===== src/rtl/dma_pkg.sv =====
package dma_pkg;
  typedef enum logic [1:0] {ST_IDLE, ST_REQ, ST_ACK, ST_STRB} hs_state_t;
  typedef struct packed {
    logic dma;
    logic dir_in;
  } ep_cfg_t;
endpackage


===== src/rtl/ep_cfg_regs.sv =====
module ep_cfg_regs import dma_pkg::*; #(
  parameter int NUM_EP = 5,
  localparam int EPW = $clog2(NUM_EP + 1)
) (
  input  logic           clk,
  input  logic           rst,
  input  logic           cfg_we,
  input  logic [EPW-1:0] cfg_ep,
  input  logic           cfg_dma,
  input  logic           cfg_in,
  input  logic [EPW-1:0] sel_ep,
  output ep_cfg_t        sel_cfg,
  output logic           sel_valid
);
  ep_cfg_t cfg_q [NUM_EP];

  for (genvar i = 0; i < NUM_EP; i++) begin : g_ep
    always_ff @(posedge clk) begin
      if (rst) cfg_q[i] <= '0;
      else if (cfg_we && (cfg_ep == EPW'(i + 1))) cfg_q[i] <= '{dma: cfg_dma, dir_in: cfg_in};
    end
  end

  always_comb begin
    sel_cfg   = '0;
    sel_valid = 1'b0;
    for (int i = 0; i < NUM_EP; i++) begin
      if (sel_ep == EPW'(i + 1)) begin
        sel_cfg   = cfg_q[i];
        sel_valid = 1'b1;
      end
    end
  end
endmodule


===== src/rtl/dma_handshake_fsm.sv =====
module dma_handshake_fsm import dma_pkg::*; #(
  parameter int DW = 16
) (
  input  logic          clk,
  input  logic          rst,
  input  logic          ready_ok,
  input  logic          dir_in,
  input  logic          wide,
  input  logic          dack,
  input  logic          rd_strobe,
  input  logic          wr_strobe,
  input  logic [DW-1:0] dbus_in,
  input  logic [DW-1:0] fifo_rdata,
  output logic          dreq,
  output logic          fifo_rd,
  output logic          fifo_wr,
  output logic [DW-1:0] fifo_wdata,
  output logic [DW-1:0] dbus_out,
  output logic          dbus_oe
);
  localparam int BW = DW / 2;
  hs_state_t st;

  function automatic logic [DW-1:0] fit(input logic [DW-1:0] d, input logic w);
    return w ? d : {{(DW-BW){1'b0}}, d[BW-1:0]};
  endfunction

  always_ff @(posedge clk) begin
    if (rst) begin
      st         <= ST_IDLE;
      dreq       <= 1'b0;
      fifo_rd    <= 1'b0;
      fifo_wr    <= 1'b0;
      fifo_wdata <= '0;
      dbus_out   <= '0;
      dbus_oe    <= 1'b0;
    end else begin
      fifo_rd <= 1'b0;
      fifo_wr <= 1'b0;
      unique case (st)
        ST_IDLE: if (ready_ok) begin
          st   <= ST_REQ;
          dreq <= 1'b1;
        end
        ST_REQ: if (dack) begin
          st   <= ST_ACK;
          dreq <= 1'b0;
        end
        ST_ACK: begin
          if (dack && rd_strobe && !dir_in) begin
            fifo_rd  <= 1'b1;
            dbus_out <= fit(fifo_rdata, wide);
            dbus_oe  <= 1'b1;
            st       <= ST_STRB;
          end else if (dack && wr_strobe && dir_in) begin
            fifo_wr    <= 1'b1;
            fifo_wdata <= fit(dbus_in, wide);
            st         <= ST_STRB;
          end
        end
        ST_STRB: if (!rd_strobe && !wr_strobe) begin
          st      <= ST_IDLE;
          dbus_oe <= 1'b0;
        end
        default: st <= ST_IDLE;
      endcase
    end
  end


  req_ready_chk: assert property (@(posedge clk) disable iff (rst) $rose(dreq) |-> $past(ready_ok));

  req_drop_chk: assert property (@(posedge clk) disable iff (rst) (dreq && dack) |=> !dreq);

  rd_needs_ack_chk: assert property (@(posedge clk) disable iff (rst) fifo_rd |-> $past(dack && rd_strobe));

  wr_needs_ack_chk: assert property (@(posedge clk) disable iff (rst) fifo_wr |-> $past(dack && wr_strobe));

  one_word_chk: assert property (@(posedge clk) disable iff (rst) (fifo_rd || fifo_wr) |=> !(fifo_rd || fifo_wr));

  rd_wr_excl_chk: assert property (@(posedge clk) disable iff (rst) $onehot0({fifo_rd, fifo_wr}));

  no_rereq_chk: assert property (@(posedge clk) disable iff (rst) (fifo_rd || fifo_wr) |=> !dreq);
endmodule


===== src/rtl/short_pkt_tracker.sv =====
module short_pkt_tracker #(
  parameter int LENW = 12
) (
  input  logic            clk,
  input  logic            rst,
  input  logic            dma_out,
  input  logic            cont_mode,
  input  logic            wide,
  input  logic            rx_pkt_valid,
  input  logic            rx_pkt_short,
  input  logic [LENW-1:0] rx_pkt_len,
  input  logic            word_read,
  input  logic            irq_clr,
  output logic            irq_rdy,
  output logic [LENW-1:0] short_len
);
  logic [LENW-1:0] remain, acc, step, left;
  logic            pend, drained;

  always_comb begin
    step    = (wide && remain >= LENW'(2)) ? LENW'(2) : LENW'(1);
    left    = remain - step;
    drained = pend && word_read && (left == '0);
  end

  always_ff @(posedge clk) begin
    if (rst) begin
      remain    <= '0;
      acc       <= '0;
      pend      <= 1'b0;
      irq_rdy   <= 1'b0;
      short_len <= '0;
    end else begin
      if (irq_clr) irq_rdy <= 1'b0;
      if (!dma_out) begin
        pend <= 1'b0;
      end else if (rx_pkt_valid) begin
        if (rx_pkt_short) begin
          short_len <= cont_mode ? acc : rx_pkt_len;
          acc       <= '0;
          remain    <= rx_pkt_len;
          pend      <= (rx_pkt_len != '0);
          if (rx_pkt_len == '0) irq_rdy <= 1'b1;
        end else begin
          acc <= acc + rx_pkt_len;
        end
      end else if (pend && word_read) begin
        remain <= left;
        if (drained) begin
          pend    <= 1'b0;
          irq_rdy <= 1'b1;
        end
      end
    end
  end


  irq_out_only_chk: assert property (@(posedge clk) disable iff (rst) $rose(irq_rdy) |-> $past(dma_out));

  irq_sticky_chk: assert property (@(posedge clk) disable iff (rst) (irq_rdy && !irq_clr) |=> irq_rdy);

  irq_cause_chk: assert property (@(posedge clk) disable iff (rst) $rose(irq_rdy) |-> $past(rx_pkt_valid || word_read));
endmodule


===== src/rtl/dma_single_xfer.sv =====
module dma_single_xfer import dma_pkg::*; #(
  parameter int NUM_EP = 5,
  parameter int LENW   = 12,
  parameter int DW     = 16,
  localparam int EPW   = $clog2(NUM_EP + 1)
) (
  input  logic            clk,
  input  logic            rst,
  input  logic            cfg_we,
  input  logic [EPW-1:0]  cfg_ep,
  input  logic            cfg_dma,
  input  logic            cfg_in,
  input  logic [EPW-1:0]  dma_ep,
  input  logic            wide,
  input  logic            cont_mode,
  input  logic            buf_has_data,
  input  logic            buf_has_space,
  input  logic            rx_pkt_valid,
  input  logic            rx_pkt_short,
  input  logic [LENW-1:0] rx_pkt_len,
  input  logic            dack,
  input  logic            rd_strobe,
  input  logic            wr_strobe,
  input  logic [DW-1:0]   dbus_in,
  input  logic [DW-1:0]   fifo_rdata,
  input  logic            irq_clr,
  output logic            dreq,
  output logic            fifo_rd,
  output logic            fifo_wr,
  output logic [DW-1:0]   fifo_wdata,
  output logic [DW-1:0]   dbus_out,
  output logic            dbus_oe,
  output logic            irq_rdy,
  output logic [LENW-1:0] short_len
);
  ep_cfg_t sel_cfg;
  logic    sel_valid, ready_ok, dma_out;

  ep_cfg_regs #(.NUM_EP(NUM_EP)) u_cfg (
    .clk(clk), .rst(rst), .cfg_we(cfg_we), .cfg_ep(cfg_ep), .cfg_dma(cfg_dma),
    .cfg_in(cfg_in), .sel_ep(dma_ep), .sel_cfg(sel_cfg), .sel_valid(sel_valid)
  );

  assign ready_ok = sel_valid && sel_cfg.dma && (sel_cfg.dir_in ? buf_has_space : buf_has_data);
  assign dma_out  = sel_valid && sel_cfg.dma && !sel_cfg.dir_in;

  dma_handshake_fsm #(.DW(DW)) u_hs (
    .clk(clk), .rst(rst), .ready_ok(ready_ok), .dir_in(sel_cfg.dir_in), .wide(wide),
    .dack(dack), .rd_strobe(rd_strobe), .wr_strobe(wr_strobe), .dbus_in(dbus_in),
    .fifo_rdata(fifo_rdata), .dreq(dreq), .fifo_rd(fifo_rd), .fifo_wr(fifo_wr),
    .fifo_wdata(fifo_wdata), .dbus_out(dbus_out), .dbus_oe(dbus_oe)
  );

  short_pkt_tracker #(.LENW(LENW)) u_trk (
    .clk(clk), .rst(rst), .dma_out(dma_out), .cont_mode(cont_mode), .wide(wide),
    .rx_pkt_valid(rx_pkt_valid), .rx_pkt_short(rx_pkt_short), .rx_pkt_len(rx_pkt_len),
    .word_read(fifo_rd), .irq_clr(irq_clr), .irq_rdy(irq_rdy), .short_len(short_len)
  );


  cpu_mode_quiet_chk: assert property (@(posedge clk) disable iff (rst)
    $rose(dreq) |-> $past(sel_valid && sel_cfg.dma));
endmodule


===== config.mk =====
export PLATFORM = sky130hd
export DESIGN_NAME = dma_single_xfer
export DESIGN_NICKNAME = d
export VERILOG_FILES = /design/src/rtl/dma_pkg.sv /design/src/rtl/ep_cfg_regs.sv /design/src/rtl/dma_handshake_fsm.sv /design/src/rtl/short_pkt_tracker.sv /design/src/rtl/dma_single_xfer.sv
export SDC_FILE = /design/constraint.sdc
export NUM_CORES = 1
export LEC_CHECK = 0
export ABC_AREA = 1
export BUFFER_PORTS_ARGS = -buffer_cell sky130_fd_sc_hd__buf_2
export CORE_MARGIN = 5
export CORE_UTILIZATION = 33
export CTS_CLUSTER_SIZE = 24
export DETAILED_ROUTE_END_ITERATION = 7
export GPL_TIMING_DRIVEN = 0
export SETUP_SLACK_MARGIN = 0.1
export SLEW_MARGIN = 20
export SYNTH_ARGS = -nofsm -noshare
export SYNTH_HDL_FRONTEND = slang
export SYNTH_SLANG_ARGS = --single-unit
export TNS_END_PERCENT = 5

===== constraint.sdc =====
create_clock -name clk -period 8.3 [get_ports clk]
set_clock_uncertainty 0.1 [all_clocks]
set_input_delay 0.83 -clock clk [delete_from_list [all_inputs] [get_ports clk]]
set_output_delay 0.83 -clock clk [all_outputs]
set_load 0.1 [all_outputs]

==> flow_summary.json, run 1 <==
{
  "start_util_pct": 33.75,
  "ys_ff_latch": 86,
  "power_mw": 1.175,
  "power.leakage_nw": 2.521,
  "layoutNonFillerInstCount": 930,
  "highest_layer": "met4",
  "postCtsResizedCells": 0,
  "holdPathStages": 2,
  "numCtsBuffers": 9,
  "grt_antenna_before_repair": 0,
  "grt_start_max_net_pins": 16,
  "fin_crit_sh_pct": 42.41,
  "ant_nets": 0,
  "synth_seq_area_share_pct": 40.60,
  "async_flop_share_pct": 0,
  "finalSetupTns_ns": 0,
  "tightestPinTransition_ns": 0.7426,
  "whs_ns": 0.3598,
  "wl_met1_um": 6142,
  "htree_levels": 3,
  "status": "finished clean",
  "ff2ff_path_depth": 18,
  "fin_ws_ns": 4.780,
  "combPwrFrac_pct": 27.1,
  "core_area_um2": 13300,
  "synth_area_um2": 4487,
  "fp.dieArea_um2": 16030,
  "path_max_fanout": 5,
  "rsz0062_at_grt": "false",
  "drc": 0,
  "syn_area_per_cell_um2": 7.179,
  "final_area_um2": 5567,
  "port_buffers": 112,
  "finalWeightedCongestion": 0.8596,
  "grt-ovfl-total": 0,
  "yosys_warnings": 0,
  "max_freq_mhz": 284.1,
  "synth-edff-count": 10,
  "hold_path.class": "flop to flop",
  "dpl_cell_area_um2": 5268,
  "intPower_mw": 0.7557,
  "drive_gt1_share_pct": 19.65,
  "die-height_um": 126.6,
  "drt-pass1-iter-count": 4,
  "p_switching_mw": 0.4190,
  "wirelength_um": 13370,
  "synth_top_area_share_pct": 33.91,
  "root_buffer": "clkbuf_16",
  "wl_per_cell_um": 14.38,
  "cp.required_ns": 8.50,
  "num_io_pins": 114,
  "drt_iter0_markers": 291,
  "synth_most_common_cell": "nand2_1",
  "placedCellCount": 913,
  "critPathKind": "flop to flop",
  "setup_violations": 0,
  "cts.sinks": 86,
  "cts_tree": "built",
  "synth_commonest_cells": "160 x nand2_1, 76 x dfxtp_1, 63 x a21oi_1",
  "met2_length_um": 6348,
  "endpoint_kind": "flop",
  "maxSlewHeadroom_pct": 49.85,
  "crit_slowest_cell": "o41ai_1",
  "pre_cts_slack_ns": 4.461,
  "clk_latency_ns": 0.35,
  "hold_viol": 0,
  "fin_util_pct": 41.87,
  "die_w_um": 126.6,
  "dp_hpwl_um": 10400,
  "grt_pass1_wl_um": 21930,
  "cpPeakStageDelay_ns": 0.68,
  "fin_crit_ns": 3.520,
  "crit_arrival_ns": 3.72,
  "power.share.sequential_pct": 38.9,
  "p_sw_share_pct": 35.67,
  "cp_common_cell": "nand2_1",
  "avgViaCountPerCell": 4.933,
  "synth_largest_area_cell": "dfxtp_1",
  "synthFlopType": "dfxtp_1",
  "cts_setup_buffers": 0,
  "slew_violations": 0,
  "met3_length_um": 709,
  "crit_chain": "nor2_1 -> nand2_1 -> o41ai_1 -> ha_1 -> inv_1 -> fa_1 -> nor2_1 -> nand2_1 -> nor2_1 -> nand2_1 -> xor2_1 -> inv_1 -> nand2_1 -> nor2_1 -> nand3_1 -> nand2_1 -> nand2_1 -> nand2_1",
  "p_clk_share_pct": 34.0,
  "core.rowCount": 42,
  "p_per_area_nw_per_um2": 211.0,
  "syn_nets": 709,
  "synth_area_leaders": "dfxtp_1 34%, nand2_1 13%, a21oi_1 7.0%, edfxtp_1 6.7%, nor2_1 4.9%",
  "max-vdd-ir-drop_v": 0.0001343,
  "syn_to_final_growth_pct": 24.07,
  "first_global_vias": 4514,
  "fin_nets": 832,
  "fillCellCount": 1398,
  "vias": 4588,
  "synthCells": 625,
  "synth_cell_types": 34,
  "maxCapViolations": 0,
  "grt_use_total_pct": 16.83,
  "start_kind": "flop",
  "cts_max_path_buffers": 2,
  "cts_hold_buf": 0,
  "clkTransAtPathRegs_ns": 0.07
}
## cells by family (layout without fill, tap and decap cells)
family | count (synthesis) | count (layout) | share of synthesized area [%]
flip-flops | 86 | 86 | 40.60
XOR/XNOR | 11 | 11 | 2.147
buffers and inverters | 77 | 205 | 6.776
adder cells (fa/ha/maj) | 19 | 19 | 5.633
other | 0 | 1 | 0
AO/OA/AOI/OAI | 132 | 132 | 16.09
AND/OR/NAND/NOR | 300 | 300 | 28.75
## cell usage in the layout (no fill, tap or decap), drive strengths merged, types with 5 or more instances in the layout
cell type	n
nand4	16
clkbuf	29
ha	17
a21oi	63
inv	51
nor3	5
dfxtp	76
buf	120
xor2	10
nand3	46
nand2	162
o21ai	38
a31oi	16
edfxtp	10
nor2	62
## metal layers
layer	vias up	GRT usage, %
met1	2125	21.06
met4	0	4.984
met5	-	0
met2	104	28.08
met3	13	4.960
li1	2346	-
## critical path, delay by kind of cell (launching register included)
family	cells	cell delay (ns)
simple gates	12	1.35
xor+xnor	1	0.15
fa+ha+maj	2	0.68
compound gates	1	0.68
flops	1	0.35
buf+inv	2	0.15
## power groups by stage
stage | clock network, mW | logic (mW) | registers (mW)
after floorplan | 0 | 0.170 | 0.531
after global placement | 0 | 0.314 | 0.467
after detailed placement | 0 | 0.315 | 0.467
after CTS | 0.410 | 0.317 | 0.458
after global routing | 0.425 | 0.355 | 0.460
final | 0.399 | 0.318 | 0.457
## cell type report
type	instances	area (um2)	area share (%)
clock inverters	5	42.54	0.7642
inverters	51	191.4	3.439
diodes	1	2.502	0.04495
repair buffers	112	560.5	10.07
flip-flops and latches	86	1822	32.73
plain buffers	26	112.6	2.023
well taps	176	220.2	3.956
multi-input cells	462	2361	42.41
clock buffers	11	254.0	4.563
## final timing paths
| kind | from | endpoint | slack (ns) |
|---|---|---|---|
| min | u_trk.pend | u_trk.pend | 0.36 |
| max | u_trk.remain[4] | u_trk.irq_rdy | 4.78 |
| min reg2reg | u_trk.pend | u_trk.pend | 0.36 |
| max reg2reg | u_trk.remain[4] | u_trk.irq_rdy | 4.78 |
## registers in the layout (all words and copies together) (netlist names)
signal,flops
u_hs.fifo_rd,1
u_trk.acc,12
u_hs.dreq,1
u_cfg.cfg_q,10
u_hs.dbus_oe,1
u_hs.dbus_out,16
u_hs.fifo_wdata,16
u_hs.st,2
u_hs.fifo_wr,1
u_trk.remain,12
u_trk.pend,1
u_trk.irq_rdy,1
u_trk.short_len,12
Note: power is estimated with default switching activity, not from simulation.
==> run 2: changes to the inputs <==
==> constraint.sdc (replaced) <==
create_clock -name clk -period 3.3 [get_ports clk]
set_clock_uncertainty 0.1 [all_clocks]
set_input_delay 0.33 -clock clk [delete_from_list [all_inputs] [get_ports clk]]
set_output_delay 0.33 -clock clk [all_outputs]
set_load 0.1 [all_outputs]
==> run 2 against run 1 <==
Critical path depth decreased by 1. Flip-flop and latch count unchanged. Cell area increased by 1.2%. Sequential power increased to 2.5 times the previous value. Largest power group unchanged. Setup slack got worse by 4.5 ns. Count of clock-buffer cells in the layout unchanged. Combinational power increased to 2.6 times the previous value. Total power increased to 2.5 times the previous value.
==> flow_summary.json, run 2 (synthesized netlist as in run 1, its figures left out) <==
{
  "status": "finished clean",
  "num_io_pins": 114,
  "fin_nets": 835,
  "crit_family": "buffers and inverters",
  "port_buffers": 112,
  "setup_violations": 0,
  "fillCellCount": 1388,
  "dpl_cell_area_um2": 5268,
  "die_w_um": 126.6,
  "fin_crit_sh_pct": 90.81,
  "drt_iter0_markers": 280,
  "core.rowCount": 42,
  "start_kind": "input port",
  "slew_violations": 0,
  "maxCapViolations": 0,
  "grt_use_total_pct": 16.86,
  "cts_max_path_buffers": 2,
  "path_max_fanout": 10,
  "root_buffer": "clkbuf_16",
  "max_freq_mhz": 333.7,
  "wirelength_um": 13490,
  "p_per_area_nw_per_um2": 529.4,
  "top_regs": "u_hs.dbus_out x16, u_hs.fifo_wdata x16",
  "crit_chain": "clkbuf_1 -> clkbuf_1 -> o41ai_4 -> buf_4 -> fa_1 -> nor2_1 -> nand2_2 -> nor2_4 -> nand2_1 -> xor2_1 -> inv_1 -> nand2_1 -> nor2_1 -> nand3_1 -> nand2_1 -> nand2_1 -> nand2_1",
  "fp.dieArea_um2": 16030,
  "final_cell_mix": "158 x nand2_1, 118 x buf_2, 76 x dfxtp_1",
  "grt_start_max_net_pins": 16,
  "grt_pass1_wl_um": 21980,
  "grt_antenna_before_repair": 0,
  "clkTransAtPathRegs_ns": 0.07,
  "cpPeakStageDelay_ns": 0.56,
  "avgViaCountPerCell": 4.945,
  "cts_hold_buf": 0,
  "ant_nets": 0,
  "clk_latency_ns": 0.36,
  "hold_viol": 0,
  "max-vdd-ir-drop_v": 0.0003376,
  "htree_levels": 3,
  "drive_gt1_share_pct": 21.16,
  "drt-pass1-iter-count": 4,
  "first_global_vias": 4514,
  "die-height_um": 126.6,
  "final_common_cell": "nand2_1",
  "crit_arrival_ns": 3.20,
  "whs_ns": 0.1148,
  "layoutNonFillerInstCount": 932,
  "hold_path.class": "input port to flop",
  "cts_tree": "built",
  "cts.sinks": 86,
  "rsz0062_at_grt": "false",
  "dp_hpwl_um": 10400,
  "cp_common_cell": "nand2_1",
  "start_util_pct": 33.75,
  "vias": 4609,
  "endpoint_kind": "flop",
  "critPathKind": "input port to flop",
  "finalWeightedCongestion": 0.8596,
  "diodes": 0,
  "syn_to_final_growth_pct": 25.60,
  "core_area_um2": 13300,
  "numCtsBuffers": 9,
  "grt-ovfl-total": 0,
  "tightestPinTransition_ns": 0.6581,
  "cp.required_ns": 3.50,
  "drc": 0,
  "maxSlewHeadroom_pct": 56.13,
  "final_area_um2": 5635,
  "power.leakage_nw": 2.551,
  "fin_crit_ns": 2.997,
  "path_buf_inv": 4,
  "crit_slowest_cell": "clkbuf_1",
  "power_mw": 2.983,
  "wl_per_cell_um": 14.47,
  "placedCellCount": 913
}
[run 2: cell types whose count changed in the layout (fill, tap and decap cells not counted), moves of 2 or more]
cell     change
buf_4        +3
nand2_1      -2
nand2_2      +2
nor2_1       -3
nor2_4       +2
[run 2: worst paths after layout]
kind,start,to,slack (ns),cells past startpoint
setup reg to reg,u_trk.remain[8],u_trk.irq_rdy,0.33,18
hold / removal,fifo_rdata[1],u_hs.dbus_out[1],0.11,3
setup / recovery,wide,u_trk.irq_rdy,0.30,17
hold reg to reg,u_trk.pend,u_trk.pend,0.36,2
[run 2: layout make-up]
cell class / count / area, um2 / area share [%]
multi-input cells: 462 / 2410 / 42.76
repair buffers: 115 / 583.1 / 10.35
well taps: 176 / 220.2 / 3.908
inverters: 51 / 191.4 / 3.397
plain buffers: 26 / 112.6 / 1.998
flip-flops and latches: 86 / 1822 / 32.33
clock buffers: 11 / 254.0 / 4.507
clock inverters: 5 / 42.54 / 0.7549
[run 2: repair_timing]
action,in CTS,in global routing
endpoints found under the hold margin,0,0
setup endpoints to repair,4,5
gates resized for setup,2,10
pin swaps,0,1
buffers inserted,0,3
[run 2: layer usage]
metal | vias up | part of all wire, % | global-route usage, %
met2 | 109 | 48 | 28.08
li1 | 2353 | - | -
met4 | 0 | 1.2 | 4.984
met5 | - | 0 | 0
met1 | 2135 | 45 | 21.17
met3 | 12 | 5.4 | 4.960
[run 2: where the power goes]
group          switching (mW)  internal, mW  total, mW  leakage, nW
combinational           0.586         0.240      0.825         1.70
clock                   0.445         0.561       1.01        0.141
sequential             0.0367          1.12       1.15        0.712
[run 2: metrics by stage]
step                      setup TNS, ns  setup slack (ns)  utilization [%]
after global routing                  0           0.05791            42.39
after global placement          -0.4784           -0.1832            39.62
after CTS                             0            0.1048            41.99
final                                 0            0.3034            42.39
after detailed placement        -0.3641           -0.1483            39.62
after floorplan                       0            0.2157                -
[run 2: worst reg2reg max path: stages (launching register included)]
cell and delay [ns]:
dfxtp_1 0.33, nor2_2 0.16, nand3_2 0.11, o41ai_4 0.35, ha_2 0.22, inv_1 0.06, fa_1 0.43, nor2_1 0.14
nand2_2 0.11, nor2_4 0.14, nand2_1 0.07, xor2_1 0.14, inv_1 0.09, nand2_1 0.05, nor2_1 0.14, nand3_1 0.09
nand2_1 0.08, nand2_1 0.05, nand2_1 0.05
